**src/rtl/eepw_pkg.sv**
```systemverilog
package eepw_pkg;

    typedef enum logic [1:0] {SH_OUT, SH_IN, SH_PULSE} sh_op_e;

    typedef struct packed {
        sh_op_e      op;
        logic [4:0]  nbits;
        logic [15:0] data;
    } sh_cmd_t;

    typedef enum logic [2:0] {SS_IDLE, SS_SET, SS_HI, SS_LO, SS_PH, SS_PL} sh_state_e;

    typedef enum logic [4:0] {
        W_IDLE, W_ACQ, W_RDOP, W_RDIN, W_RDCHK, W_RDPUL, W_SB1, W_WREN,
        W_SB2, W_WROP, W_WRAD, W_WRDAT, W_SB3, W_WAIT, W_RELCS, W_RELRQ, W_FIN
    } wr_state_e;

    localparam logic [7:0] OPC_RDSR  = 8'h05;
    localparam logic [7:0] OPC_WREN  = 8'h06;
    localparam logic [7:0] OPC_WRITE = 8'h02;
    localparam logic [7:0] OPC_A8    = 8'h08;

    function automatic logic [15:0] swap_bytes(input logic [15:0] w);
        return {w[7:0], w[15:8]};
    endfunction

endpackage

```
**src/rtl/eepw_argchk.sv**
```systemverilog
module eepw_argchk #(
    parameter int DEV_WORDS = 256
) (
    input  logic [15:0] offset,
    input  logic [15:0] count,
    output logic        bad
);
    localparam logic [16:0] DEV = 17'(DEV_WORDS);

    logic [16:0] room;

    always_comb begin
        room = DEV - {1'b0, offset};
        bad  = ({1'b0, offset} >= DEV) || (count == 16'd0) || ({1'b0, count} > room);
    end
endmodule

```
**src/rtl/eepw_shifter.sv**
```systemverilog
module eepw_shifter
    import eepw_pkg::*;
#(
    parameter int PHASE_CYC = 2
) (
    input  logic    clk,
    input  logic    rst,
    input  logic    cmd_valid,
    input  sh_cmd_t cmd,
    input  logic    miso,
    output logic    sck,
    output logic    mosi,
    output logic    cs_pulse,
    output logic    done,
    output logic [7:0] rx_byte
);
    localparam int CW = $clog2(PHASE_CYC + 1);

    sh_state_e   st_q;
    logic [CW-1:0] cnt_q;
    logic [15:0] sh_q;
    logic [4:0]  left_q;
    logic        in_q;
    logic        last_ph;
    logic [15:0] load_val;

    always_comb begin
        last_ph  = (cnt_q == CW'(PHASE_CYC - 1));
        load_val = cmd.data << (5'd16 - cmd.nbits);
    end

    always_ff @(posedge clk) begin
        if (rst) begin
            st_q <= SS_IDLE; cnt_q <= '0; sh_q <= '0; left_q <= '0;
            in_q <= 1'b0; sck <= 1'b0; mosi <= 1'b0; cs_pulse <= 1'b0; done <= 1'b0;
        end else begin
            done <= 1'b0;
            case (st_q)
                SS_IDLE: if (cmd_valid) begin
                    cnt_q  <= '0;
                    left_q <= cmd.nbits;
                    in_q   <= (cmd.op == SH_IN);
                    if (cmd.op == SH_PULSE) begin
                        cs_pulse <= 1'b1;
                        st_q     <= SS_PH;
                    end else begin
                        sh_q <= load_val;
                        mosi <= (cmd.op == SH_OUT) ? load_val[15] : 1'b0;
                        st_q <= SS_SET;
                    end
                end
                SS_SET: if (last_ph) begin
                    cnt_q <= '0; sck <= 1'b1; st_q <= SS_HI;
                end else cnt_q <= cnt_q + 1'b1;
                SS_HI: if (last_ph) begin
                    cnt_q <= '0; sck <= 1'b0;
                    sh_q  <= {sh_q[14:0], in_q ? miso : 1'b0};
                    st_q  <= SS_LO;
                end else cnt_q <= cnt_q + 1'b1;
                SS_LO: if (last_ph) begin
                    cnt_q <= '0;
                    if (left_q == 5'd1) begin
                        mosi <= 1'b0; done <= 1'b1; st_q <= SS_IDLE;
                    end else begin
                        left_q <= left_q - 1'b1;
                        mosi   <= in_q ? 1'b0 : sh_q[15];
                        st_q   <= SS_SET;
                    end
                end else cnt_q <= cnt_q + 1'b1;
                SS_PH: if (last_ph) begin
                    cnt_q <= '0; cs_pulse <= 1'b0; st_q <= SS_PL;
                end else cnt_q <= cnt_q + 1'b1;
                SS_PL: if (last_ph) begin
                    cnt_q <= '0; done <= 1'b1; st_q <= SS_IDLE;
                end else cnt_q <= cnt_q + 1'b1;
                default: st_q <= SS_IDLE;
            endcase
        end
    end

    assign rx_byte = sh_q[7:0];


    read_mosi_low_chk: assert property (@(posedge clk) disable iff (rst)
        (st_q != SS_IDLE && in_q) |-> !mosi);

    mosi_hold_high_chk: assert property (@(posedge clk) disable iff (rst)
        sck |-> $stable(mosi));

    pulse_sck_low_chk: assert property (@(posedge clk) disable iff (rst)
        cs_pulse |-> !sck);
endmodule

```
**src/rtl/eeprom_page_writer.sv**
```systemverilog
module eeprom_page_writer
    import eepw_pkg::*;
#(
    parameter int DEV_WORDS   = 256,
    parameter int PAGE_BYTES  = 16,
    parameter int ADDR_BITS   = 8,
    parameter int OPC_BITS    = 8,
    parameter int PHASE_CYC   = 4,
    parameter int GNT_TRIES   = 1000,
    parameter int RDY_TRIES   = 200,
    parameter int WAIT_CYCLES = 1000000
) (
    input  logic        clk,
    input  logic        rst,
    input  logic        xfer_start,
    input  logic [15:0] xfer_offset,
    input  logic [15:0] xfer_count,
    input  logic [15:0] word_in,
    output logic        word_take,
    output logic        xfer_done,
    output logic        xfer_err,
    output logic        bus_req,
    input  logic        bus_gnt,
    output logic        ee_cs_n,
    output logic        ee_sck,
    output logic        ee_mosi,
    input  logic        ee_miso
);
    localparam int WPP = PAGE_BYTES / 2;
    localparam int GW  = $clog2(GNT_TRIES + 1);
    localparam int RW  = $clog2(RDY_TRIES + 1);
    localparam int TW  = $clog2(WAIT_CYCLES + 1);

    wr_state_e   st_q;
    logic [16:0] word_q, left_q, bstart_q, nxt_word;
    logic [GW-1:0] gtry_q;
    logic [RW-1:0] rtry_q;
    logic [TW-1:0] wcnt_q;
    logic        issued_q, cs_lvl_q, bad;
    logic        cmd_valid, sh_done, sh_pulse, is_sh, page_end;
    sh_cmd_t     cmd;
    logic [7:0]  rx_byte, wr_opc;
    logic [16:0] byte_addr;

    eepw_argchk #(.DEV_WORDS(DEV_WORDS)) u_chk (
        .offset(xfer_offset), .count(xfer_count), .bad(bad));

    eepw_shifter #(.PHASE_CYC(PHASE_CYC)) u_sh (
        .clk(clk), .rst(rst), .cmd_valid(cmd_valid), .cmd(cmd), .miso(ee_miso),
        .sck(ee_sck), .mosi(ee_mosi), .cs_pulse(sh_pulse), .done(sh_done), .rx_byte(rx_byte));

    always_comb begin
        nxt_word  = word_q + 17'd1;
        page_end  = ((nxt_word & 17'(WPP - 1)) == 17'd0);
        byte_addr = {word_q[15:0], 1'b0};
        wr_opc    = OPC_WRITE | (((ADDR_BITS == 8) && (bstart_q >= 17'd128)) ? OPC_A8 : 8'h00);
        cmd       = '{op: SH_OUT, nbits: 5'(OPC_BITS), data: 16'h0000};
        is_sh     = 1'b1;
        case (st_q)
            W_RDOP:  cmd.data = {8'h00, OPC_RDSR};
            W_RDIN:  cmd = '{op: SH_IN, nbits: 5'd8, data: 16'h0000};
            W_WREN:  cmd.data = {8'h00, OPC_WREN};
            W_WROP:  cmd.data = {8'h00, wr_opc};
            W_WRAD:  cmd = '{op: SH_OUT, nbits: 5'(ADDR_BITS), data: byte_addr[15:0]};
            W_WRDAT: cmd = '{op: SH_OUT, nbits: 5'd16, data: swap_bytes(word_in)};
            W_RDPUL, W_SB1, W_SB2, W_SB3: cmd.op = SH_PULSE;
            default: is_sh = 1'b0;
        endcase
        cmd_valid = is_sh && !issued_q;
        word_take = (st_q == W_WRDAT) && !issued_q;
    end

    always_ff @(posedge clk) begin
        if (rst) begin
            st_q <= W_IDLE; word_q <= '0; left_q <= '0; bstart_q <= '0;
            gtry_q <= '0; rtry_q <= '0; wcnt_q <= '0; issued_q <= 1'b0;
            cs_lvl_q <= 1'b1; bus_req <= 1'b0; xfer_done <= 1'b0; xfer_err <= 1'b0;
        end else begin
            xfer_done <= 1'b0;
            if (cmd_valid) issued_q <= 1'b1;
            else if (sh_done) issued_q <= 1'b0;
            case (st_q)
                W_IDLE: if (xfer_start) begin
                    if (bad) begin
                        xfer_done <= 1'b1; xfer_err <= 1'b1;
                    end else begin
                        xfer_err <= 1'b0;
                        word_q   <= {1'b0, xfer_offset};
                        left_q   <= {1'b0, xfer_count};
                        st_q     <= W_ACQ;
                    end
                end
                W_ACQ: if (!bus_req) bus_req <= 1'b1;
                else if (bus_gnt) begin
                    cs_lvl_q <= 1'b0; gtry_q <= '0; rtry_q <= '0;
                    bstart_q <= word_q; st_q <= W_RDOP;
                end else if (gtry_q == GW'(GNT_TRIES - 1)) begin
                    bus_req <= 1'b0; xfer_err <= 1'b1; gtry_q <= '0; st_q <= W_FIN;
                end else gtry_q <= gtry_q + 1'b1;
                W_RDOP:  if (sh_done) st_q <= W_RDIN;
                W_RDIN:  if (sh_done) st_q <= W_RDCHK;
                W_RDCHK: if (!rx_byte[0]) st_q <= W_SB1;
                else if (rtry_q == RW'(RDY_TRIES - 1)) begin
                    xfer_err <= 1'b1; st_q <= W_RELCS;
                end else begin
                    rtry_q <= rtry_q + 1'b1; st_q <= W_RDPUL;
                end
                W_RDPUL: if (sh_done) st_q <= W_RDOP;
                W_SB1:   if (sh_done) st_q <= W_WREN;
                W_WREN:  if (sh_done) st_q <= W_SB2;
                W_SB2:   if (sh_done) st_q <= W_WROP;
                W_WROP:  if (sh_done) st_q <= W_WRAD;
                W_WRAD:  if (sh_done) st_q <= W_WRDAT;
                W_WRDAT: if (sh_done) begin
                    word_q <= nxt_word;
                    left_q <= left_q - 17'd1;
                    if (page_end) st_q <= W_SB3;
                    else if (left_q == 17'd1) st_q <= W_WAIT;
                end
                W_SB3:   if (sh_done) st_q <= W_WAIT;
                W_WAIT:  if (wcnt_q == TW'(WAIT_CYCLES - 1)) begin
                    wcnt_q <= '0; st_q <= W_RELCS;
                end else wcnt_q <= wcnt_q + 1'b1;
                W_RELCS: begin cs_lvl_q <= 1'b1; st_q <= W_RELRQ; end
                W_RELRQ: begin
                    bus_req <= 1'b0;
                    st_q    <= (xfer_err || left_q == 17'd0) ? W_FIN : W_ACQ;
                end
                W_FIN:   begin xfer_done <= 1'b1; st_q <= W_IDLE; end
                default: st_q <= W_IDLE;
            endcase
        end
    end

    assign ee_cs_n = cs_lvl_q | sh_pulse;


    reject_no_req_chk: assert property (@(posedge clk) disable iff (rst)
        (st_q == W_IDLE && xfer_start && bad) |=> (xfer_done && xfer_err && !bus_req));

    select_needs_req_chk: assert property (@(posedge clk) disable iff (rst)
        !bus_req |-> ee_cs_n);

    release_order_chk: assert property (@(posedge clk) disable iff (rst)
        $fell(bus_req) |-> (ee_cs_n && !ee_sck));

    done_single_chk: assert property (@(posedge clk) disable iff (rst)
        xfer_done |=> !xfer_done);
endmodule

```
**config.mk**
```make
export PLATFORM = sky130hd
export DESIGN_NAME = eeprom_page_writer
export DESIGN_NICKNAME = d
export VERILOG_FILES = /design/src/rtl/eepw_pkg.sv /design/src/rtl/eepw_argchk.sv /design/src/rtl/eepw_shifter.sv /design/src/rtl/eeprom_page_writer.sv
export SDC_FILE = /design/constraint.sdc
export NUM_CORES = 1
export LEC_CHECK = 0
export BUFFER_PORTS_ARGS = -buffer_cell sky130_fd_sc_hd__buf_2
export CAP_MARGIN = 40
export CELL_PAD_IN_SITES_DETAIL_PLACEMENT = 1
export CELL_PAD_IN_SITES_GLOBAL_PLACEMENT = 1
export CORE_UTILIZATION = 30
export CTS_BUF_LIST = sky130_fd_sc_hd__clkbuf_4
export CTS_CLUSTER_DIAMETER = 80
export DETAILED_ROUTE_END_ITERATION = 16
export PLACE_DENSITY = 0.69
export SYNTH_ARGS = -nofsm -noshare
export SYNTH_HDL_FRONTEND = slang
export SYNTH_SLANG_ARGS = --single-unit
```
**constraint.sdc**
```tcl
create_clock -name clk -period 8.3 [get_ports clk]
set_clock_uncertainty 0.1 [all_clocks]
set_input_delay 1.245 -clock clk [delete_from_list [all_inputs] [get_ports clk]]
set_output_delay 1.245 -clock clk [all_outputs]
set_load 0.03 [all_outputs]
```
==> results of run 1 <==
## logic make-up after synthesis
kind of cell               after synthesis  synth area share
AOI/OAI and AO/OA                      282             0.250
xor gates and xnor gates                38            0.0431
adders and majority gates               27            0.0438
buffers and inverters                   79            0.0405
DFF                                    124             0.322
muxes                                   10            0.0130
and+or+nand+nor                        448             0.288
## state kept, by name, summed over array words and instances, names as in the netlist, 3 cells and up
register     cells
bstart_q        10
wcnt_q          20
u_sh.cnt_q       3
left_q          17
word_q          17
st_q             5
gtry_q          10
u_sh.st_q        3
u_sh.left_q      5
u_sh.sh_q       16
rtry_q           8
## layer usage
layer | up-vias | part of all wire
met1 | 3818 | 0.50
met5 | - | 0
met3 | 29 | 0.036
met2 | 131 | 0.45
li1 | 3769 | -
met4 | 0 | 0.015
## per-stage QoR
stage,power (mW),instances,instance area [µm²],worst slack [ns]
after floorplan,0.674,1008,7720,3.75
after global placement,0.715,1345,8260,2.80
after detailed placement,0.718,1347,8280,2.68
after CTS,1.14,1378,8540,3.28
after global routing,1.18,1379,8550,2.98
final,1.13,1379,8550,3.20
## power breakdown
part,internal (mW),total (mW),leakage (nW),switching [mW]
registers,0.598,0.604,0.999,0.00542
logic,0.0370,0.100,2.04,0.0634
clock network,0.176,0.424,0.139,0.248
total,0.812,1.13,3.18,0.317
## cells in the final DEF (no fill, tap or decap), types with 5 or more instances in the layout
cell type,synthesis,routed
buf_2,4,60
nor3_1,34,33
nand3_1,33,33
and3_1,17,17
nand2_1,114,114
and2_1,5,5
o211ai_1,6,6
a21o_1,6,6
inv_1,14,14
a21oi_1,88,88
ha_1,27,27
a22oi_1,13,13
nor2b_1,8,8
or2_2,5,5
o31ai_1,7,7
nor2_1,134,133
clkinv_1,3,5
nand2b_1,12,12
o21ai_0,51,51
nand4_1,20,20
nand3b_1,5,5
a32oi_1,5,5
o32ai_1,7,7
buf_4,1,10
a211o_1,8,8
clkbuf_4,0,18
dfxtp_1,124,124
xnor2_1,12,12
xor2_1,26,26
a31oi_1,10,10
a211oi_1,14,14
or3_1,15,15
nor4_1,15,15
a311oi_1,7,7
mux2i_1,10,10
o22ai_1,9,9
## layout make-up
cell class,count,area (µm²)
timing repair buffer,71,390
clock inverter,13,128
tap,330,413
sequential,124,2480
clock buffer,18,135
inverter,17,63.8
antenna,1,2.50
fill,3120,16600
multi-input combinational,805,4930
## worst reg2reg max path, stage by stage (launching register included)
cell       delay [ns]
dfxtp_1          0.54
nor4_1           0.61
and3_1           0.41
and3_1           0.53
o2111ai_1        0.32
or3_1            0.42
a21oi_1          0.14
## path summary, 6_finish.rpt
check	to	slack [ns]	start
setup / recovery	left_q[6]	3.20	xfer_offset[0]
hold / removal	bstart_q[12]	0.36	bstart_q[12]
setup reg to reg	rtry_q[5]	5.18	st_q[4]
hold reg to reg	bstart_q[12]	0.36	bstart_q[12]
==> flow_summary.toml, run 1 <==
[grt]
use_met1 = 0.268
grt.busiest_layer = "met2"
antenna_found_initial = 1
grt_pass1_wl_mm = 41.2
gr-usage-met2 = 0.314
track_usage = 0.197
grt-ovfl-total = 0
grt_max_degree = 60
grt_pass1_vias = 7686
use_met3 = 0.0369

[min_path]
min_path_type = "flop to flop"
hold_depth = 2

[setup_path]
crit_family = "compound AO/OA/AOI/OAI gates"
critical-path-slowest-cell = "nor3b_1"
start_kind = "input port"
crit_fanout = 11
crit_required_ns = 8.65
worst-setup-path-type = "input port to flop"
max_stage_delay_ns = 0.56
crit_arrival_ns = 5.44
path_depth = 16
crit_buf_inv = 3
end_kind = "flop"
r2r_cells = 6
cp_cell_sequence = "buf_2 -> inv_1 -> ha_1 -> nor3b_1 -> a21boi_0 -> nor2b_1 -> nand2b_1 -> xnor2_1 -> ha_1 -> a21o_1 -> a21o_1 -> a2111o_1 -> a21oi_2 -> nor3_1 -> buf_2 -> a211o_1"

[placement]
dpl.hpwl_mm = 18.3
io_buffer_count = 59
globalplace.congestion = 0.836

[timing]
whs_ns = 0.365
fin_setup_tns_ns = 0
max_freq_mhz = 196
maxSlewHeadroom = 0.418
finalSetupViolations = 0
timing.final.crit_share = 0.614
rsz0062_at_grt = "false"
slew_violations = 0
fin_crit_ns = 5.10
hold_viol_final = 0
worst_slew_pin_slew_ns = 0.866

[pwr]
max-vdd-ir-drop_v = 0.0000621
power_density_mw_per_mm2 = 132
power_leakage_nw = 3.18

[detailed_routing]
dr.pass1.iters = 5
wl_per_cell_um = 18.4
avgViaCountPerCell = 5.62
via_count = 7747
antenna_left = 0
routed_wl_mm = 25.3
drtIter0Drc = 378
drc = 0

[clocking]
path_clk_slew_ns = 0.13
clockBufferDepth = 2
ctsResizeCount = 0
ctsRootBufferMaster = "clkbuf_4"
cts_htree_levels = 4
worstSkewPairLatency_ns = 0.55
hold_buffers = 0
cts_sinks = 124
post-cts-setup-buffers = 0
numCtsBuffers = 17
cts_tree = "built"

[synthesis]
yosysWarnings = 0
yosysTopAreaCell = "dfxtp_1"
syn_nets = 1088
synth_area_mm2 = 0.00772
yosysTopAreaCellShare = 0.322
synth.avg_cell_area_um2 = 7.66
synth_cells = 1008
yosysUniqueCellTypes = 78
synthFlopType = "dfxtp_1"
synthArstFlopShare = 0
yosysSeqAreaShare = 0.322
synth.area.top_cells = "dfxtp_1, nor2_1, a21oi_1, nand2_1, ha_1"
synthTopCellsByCount = "nor2_1, dfxtp_1, nand2_1"
synth_edf_count = 0
synth-seq-cells = 124
synth.most_common_cell = "nor2_1"

[die]
ios = 60
start_util = 0.307
die_w_um = 162
fp.dieH_um = 162
core_mm2 = 0.0252
die_area_mm2 = 0.0264
row_count = 58

[cells_and_area]
final_util = 0.339
layout.nets = 1116
syn_to_final_growth_pct = 10.7
layout-drive-gt1-share = 0.125

[run]
drv_cap = 0

[status]
outcome = "finished, final reports clean"
Note: power is estimated with default switching activity, not from simulation.
==> run 2: changes to the inputs <==
--- a/config.mk
+++ b/config.mk
@@ -5,6 +5,7 @@
 export SDC_FILE = /design/constraint.sdc
 export NUM_CORES = 1
 export LEC_CHECK = 0
+export ABC_AREA = 1
 export BUFFER_PORTS_ARGS = -buffer_cell sky130_fd_sc_hd__buf_2
 export CAP_MARGIN = 40
 export CELL_PAD_IN_SITES_DETAIL_PLACEMENT = 1
@@ -13,7 +14,7 @@
 export CTS_BUF_LIST = sky130_fd_sc_hd__clkbuf_4
 export CTS_CLUSTER_DIAMETER = 80
 export DETAILED_ROUTE_END_ITERATION = 16
-export PLACE_DENSITY = 0.69
+export PLACE_DENSITY = 0.71
 export SYNTH_ARGS = -nofsm -noshare
 export SYNTH_HDL_FRONTEND = slang
 export SYNTH_SLANG_ARGS = --single-unit
==> constraint.sdc (replaced) <==
create_clock -name clk -period 5.1 [get_ports clk]
set_clock_uncertainty 0.1 [all_clocks]
set_input_delay 0.765 -clock clk [delete_from_list [all_inputs] [get_ports clk]]
set_output_delay 0.765 -clock clk [all_outputs]
set_load 0.03 [all_outputs]
==> run 2 against run 1 <==
  * Via count is 1.1% higher
  * Setup slack worse by 1.8 ns
  * Non-clock buffer count is 7 lower
  * Cell area hardly changed
  * Sequential power is 120% higher
  * Synthesized cell count is 16% higher
  * Power grew to 3.8 times the previous value
  * Sequential share of layout area hardly changed
  * Highest routed layer unchanged
  * Die area is 0.53% lower
  * Clock-buffer cell count is 1 lower
  * Register-to-register slack worse by 3.3 ns
==> flow_summary.toml, run 2 <==
[timing]
rsz0062_at_grt = "false"
timing.final.crit_share = 0.718
finalSetupViolations = 0
slew_violations = 0
fin_setup_tns_ns = 0
maxSlewHeadroom = 0.440
hold_viol_final = 0
fin_crit_ns = 3.66
max_freq_mhz = 273
worst_slew_pin_slew_ns = 0.839

[detailed_routing]
routed_wl_mm = 23.0
via_count = 7833
avgViaCountPerCell = 5.03
drtIter0Drc = 350
antenna_left = 0
dr.pass1.iters = 5
wl_per_cell_um = 14.8
drc = 0

[setup_path]
start_kind = "input port"
end_kind = "flop"
crit_buf_inv = 2
critical-path-slowest-cell = "nand2_4"
max_stage_delay_ns = 0.39
crit_required_ns = 5.39
worst-setup-path-type = "input port to flop"
crit_top_cell = "nand2_1"
cp-startpoint = "xfer_offset[0]"
crit-reg2reg-launch = "st_q[3]"
crit_arrival_ns = 3.95
crit_fanout = 43
crit_family = "simple AND/OR/NAND/NOR gates"
cp_cell_sequence = "buf_2 -> inv_1 -> ha_1 -> nand2_1 -> nor2_2 -> nor2_1 -> nor2_1 -> nand3_1 -> xor2_1 -> ha_1 -> nand2_1 -> nor4_1 -> nand4_1 -> nand2_1 -> nand2_2 -> nand2_4 -> nand2_4 -> nand2_1 -> a21oi_1"

[placement]
dp_cells = 1524
dpl.hpwl_mm = 17.2
io_buffer_count = 59
globalplace.congestion = 0.848

[synthesis]
synth_cells = 1170
synth-seq-cells = 124
synth.most_common_cell = "nand2_1"
synth.area.top_cells = "dfxtp_1, nand2_1, nor2_1, a21oi_1, inv_1"
syn_nets = 1250
yosysTopAreaCellShare = 0.323
synthFlopType = "dfxtp_1"
synth.avg_cell_area_um2 = 6.56
yosysTopAreaCell = "dfxtp_1"
synth_area_mm2 = 0.00768
synthArstFlopShare = 0
yosysUniqueCellTypes = 48
yosysWarnings = 0
synthTopCellsByCount = "nand2_1, nor2_1, dfxtp_1"
synth_edf_count = 0
yosysSeqAreaShare = 0.323

[die]
die_w_um = 162
row_count = 58
die_area_mm2 = 0.0262
core_mm2 = 0.0251
fp.dieH_um = 162
start_util = 0.306
ios = 60

[pwr]
power_leakage_nw = 3.47
power_density_mw_per_mm2 = 496
max-vdd-ir-drop_v = 0.000217

[clocking]
ctsRootBufferMaster = "clkbuf_4"
post-cts-setup-buffers = 0
clockBufferDepth = 2
ctsResizeCount = 0
numCtsBuffers = 17
cts_htree_levels = 4
cts_tree = "built"
worstSkewPairLatency_ns = 0.54
cts_sinks = 124
hold_buffers = 0
path_clk_slew_ns = 0.12

[grt]
grt_pass1_wl_mm = 38.6
grt_pass1_vias = 7852
grt-ovfl-total = 0
track_usage = 0.182
antenna_found_initial = 1
grt_max_degree = 59

[run]
drv_cap = 0

[min_path]
min_path_type = "flop to flop"
hold_start = "u_sh.sh_q[13]"

[cells_and_area]
layout-drive-gt1-share = 0.117
layout.nets = 1293
reg.largest.list = "wcnt_q: 20 flops, left_q: 17 flops, word_q: 17 flops"
final_cells = 1557
final_cell_mix = "nand2_1, nor2_1, dfxtp_1, inv_1, a21oi_1"
largest_register_ff_count = 20
final_common_cell = "nand2_1"
largest_register = "wcnt_q"
syn_to_final_growth_pct = 11.2

[status]
outcome = "finished, final reports clean"
run 2: cell types whose count changed after synthesis, sizes merged, moves of 15 or more:
| cell | delta |
|---|---|
| inv | +123 |
| nor2 | +18 |
| clkbuf | -29 |
| or3 | -15 |
| nand2 | +126 |
| nand3 | +55 |
| o21ai | +46 |
| and3 | -17 |
run 2: tightest hold or removal path, cell delays in order, from the launching register on:
cell,delay (ns)
dfxtp_1,0.32
inv_1,0.05
a21oi_1,0.05
run 2: cell families (layout without fill, tap and decap cells):
| family | after synthesis | in the layout | synth area share |
|---|---|---|---|
| buffers and inverters | 177 | 233 | 0.0924 |
| AND/OR/NAND/NOR | 567 | 567 | 0.328 |
| AO/OA/AOI/OAI | 238 | 238 | 0.170 |
| other | 0 | 1 | 0 |
| adder cells (fa/ha/maj) | 27 | 27 | 0.0440 |
| XOR/XNOR | 36 | 36 | 0.0411 |
| flip-flops | 124 | 124 | 0.323 |
| multiplexers | 1 | 1 | 0.00130 |
run 2: per-layer routing:
layer / GRT usage / vias up / part of all wire / wire length, µm
met5: 0 / - / 0 / 0
met3: 0.0230 / 19 / 0.026 / 602
met4: 0.0450 / 0 / 0.010 / 240
li1: - / 3972 / - / -
met2: 0.308 / 101 / 0.46 / 10700
met1: 0.244 / 3741 / 0.50 / 11500
run 2: report_power, final:
group | internal (mW) | total [mW] | leakage (nW) | switching (mW)
sequential | 1.17 | 1.34 | 1.01 | 0.172
combinational | 0.644 | 2.15 | 2.31 | 1.50
clock | 0.338 | 0.753 | 0.151 | 0.415
run 2: path summary, 6_finish.rpt:
check,endpoint,slack [ns],cells after the start
max,left_q[1],1.44,19
min reg2reg,u_sh.sh_q[13],0.36,2
max reg2reg,left_q[1],1.89,10
min,u_sh.sh_q[13],0.36,2
run 2: final cells by class:
| class | instances | area (µm²) |
|---|---|---|
| multi-input combinational | 869 | 4490 |
| clock buffer | 17 | 128 |
| timing repair buffer | 64 | 340 |
| clock inverter | 15 | 174 |
| fill | 3330 | 16600 |
| tap | 330 | 413 |
| antenna | 1 | 2.50 |
| inverter | 137 | 514 |
| sequential | 124 | 2480 |
run 2: per-stage QoR:
step	cell area, µm²	total power [mW]	utilization	hold WS, ns	worst slack [ns]
3_5_place_dp	8240	3.51	0.328	0.344	0.874
2_1_floorplan	7680	3.02	-	0.321	1.93
5_1_grt	8540	4.63	0.340	0.369	1.06
6_report	8540	4.24	0.340	0.359	1.44
3_3_place_gp	8220	3.45	0.327	0.335	1.04
4_1_cts	8540	4.28	0.340	0.353	1.48
==> run 3: changes to the inputs <==
==> constraint.sdc (replaced) <==
create_clock -name clk -period 3.4 [get_ports clk]
set_clock_uncertainty 0.1 [all_clocks]
set_input_delay 0.51 -clock clk [delete_from_list [all_inputs] [get_ports clk]]
set_output_delay 0.51 -clock clk [all_outputs]
set_load 0.03 [all_outputs]
==> run 3 against run 2 <==
  * Clock-buffer cell count is the same
  * Critical path depth is 11 lower
  * Flip-flop and latch count did not move
  * Setup slack worse by 1.0 ns
  * Critical endpoint is now word_take
  * Largest cell class unchanged
  * Highest routed layer unchanged
==> flow_summary.toml, run 3 (synthesis results as in run 2) <==
[setup_path]
r2r_end = "st_q[1]"
reg2reg_setup_slack_ns = 0.86
start_kind = "flop"
worst-setup-path-type = "flop to primary output"
crit_end = "word_take"
crit_family = "buffers and inverters"
crit-reg2reg-launch = "left_q[8]"
end_kind = "primary output"
crit_arrival_ns = 2.35
critical-path-slowest-cell = "dfxtp_1"
crit_fanout = 37
crit_buf_inv = 5
crit_top_cell = "inv_2"
path_depth = 8
crit_required_ns = 2.79
r2r_cells = 10
cp-startpoint = "st_q[3]"
cp_cell_sequence = "inv_2 -> nor3_2 -> inv_2 -> nor2_4 -> inv_2 -> buf_4 -> nor2_1 -> buf_2"
max_stage_delay_ns = 0.49

[cells_and_area]
layout-drive-gt1-share = 0.121
final_common_cell = "nand2_1"
syn_to_final_growth_pct = 12.4
nFillCells = 3299
design_area_mm2 = 0.00863
reg.largest.list = "wcnt_q: 20 flops, left_q: 17 flops, word_q: 17 flops"
largest_register_ff_count = 20
layout.nets = 1302
regArea_mm2 = 0.00248
largest_register = "wcnt_q"
multi_input_area_mm2 = 0.00449
final_cell_mix = "nand2_1, nor2_1, dfxtp_1, inv_1, a21oi_1"

[die]
core_mm2 = 0.0251
row_count = 58
die_w_um = 162
fp.dieH_um = 162
start_util = 0.306
ios = 60
die_area_mm2 = 0.0262

[clocking]
path_clk_slew_ns = 0.12
post-cts-setup-buffers = 0
cts_htree_levels = 4
hold_buffers = 0
cts_tree = "built"
clockBufferDepth = 2
ctsRootBufferMaster = "clkbuf_4"
worstSkewPairLatency_ns = 0.58
ctsResizeCount = 0
cts_sinks = 124
numCtsBuffers = 17

[placement]
dpl.hpwl_mm = 17.7
postPlaceCellArea_mm2 = 0.00833
io_buffer_count = 59
globalplace.congestion = 0.886

[detailed_routing]
drc = 0
avgViaCountPerCell = 5.04
via_count = 7887
dr.pass1.iters = 7
antenna_left = 0
routed_wl_mm = 23.5
drtIter0Drc = 379
wl_per_cell_um = 15.0

[timing]
whs_ns = 0.111
rsz0062_at_grt = "false"
max_freq_mhz = 338
maxSlewHeadroom = 0.610
worst_slew_pin_slew_ns = 0.580
timing.final.crit_share = 0.870
fin_crit_ns = 2.96
hold_viol_final = 0
slew_violations = 0
finalSetupViolations = 0

[min_path]
min_path_type = "input port to flop"
hold_depth = 3

[grt]
grt_pass1_vias = 8085
track_usage = 0.189
grt_max_degree = 46
grt_pass1_wl_mm = 40.1
grt-ovfl-total = 0
antenna_found_initial = 1

[run]
drv_cap = 0

[pwr]
max-vdd-ir-drop_v = 0.000348
power_leakage_nw = 3.53
power_density_mw_per_mm2 = 767

[status]
outcome = "finished, final reports clean"
run 3: cell count changes in the layout (fill, tap and decap cells not counted):
cell        before  now
clkinvlp_4       4    2
buf_8            1    0
buf_4            4   11
buf_12           0    3
inv_6            1    3
clkinv_4         3    2
clkinv_1         1    3
clkinv_2         3    2
run 3: routing by layer:
layer / vias to the layer above / share of wire / track usage
met5: - / 0 / 0
met4: 0 / 0.012 / 0.0566
met3: 23 / 0.021 / 0.0230
met2: 77 / 0.47 / 0.322
met1: 3794 / 0.50 / 0.248
li1: 3993 / - / -
run 3: tightest hold or removal path, delay by kind of cell:
kind	cells	cell delay (ns)
AND/OR/NAND/NOR	1	0.07
buffers and inverters	1	0.10
AO/OA/AOI/OAI	1	0.07
run 3: cell type report:
class / count / share of cell area
Inverter: 137 / 0.0596
Clock inverter: 15 / 0.0197
Sequential cell: 124 / 0.287
Tap cell: 330 / 0.0478
Timing Repair Buffer: 73 / 0.0507
Clock buffer: 17 / 0.0148
Multi-Input combinational cell: 869 / 0.520
Antenna cell: 1 / 0.000290
run 3: worst min-delay path by stage:
stage	startpoint	to
after CTS	word_in[13]	u_sh.sh_q[5]
after global placement	cs_lvl_q	cs_lvl_q
after floorplan	cs_lvl_q	cs_lvl_q
after detailed placement	cs_lvl_q	cs_lvl_q
after global routing	word_in[8]	u_sh.sh_q[0]
final	word_in[13]	u_sh.sh_q[5]
run 3: stage by stage:
step / total power [mW] / setup WS (ns) / TNS (ns) / util / std cells
floorplan: 4.54 / 0.486 / 0 / - / 1170
global placement: 5.42 / 0.0672 / 0 / 0.332 / 1533
detailed placement: 5.52 / -0.0509 / -0.825 / 0.332 / 1533
CTS: 6.69 / 0.364 / 0 / 0.344 / 1565
global route: 7.24 / 0.182 / 0 / 0.344 / 1566
finish: 6.62 / 0.442 / 0 / 0.344 / 1566
run 3: where the power goes:
group | switching (mW) | leakage (nW) | internal, mW
combinational | 2.32 | 2.36 | 1.16
sequential | 0.260 | 1.01 | 1.75
clock | 0.628 | 0.155 | 0.507
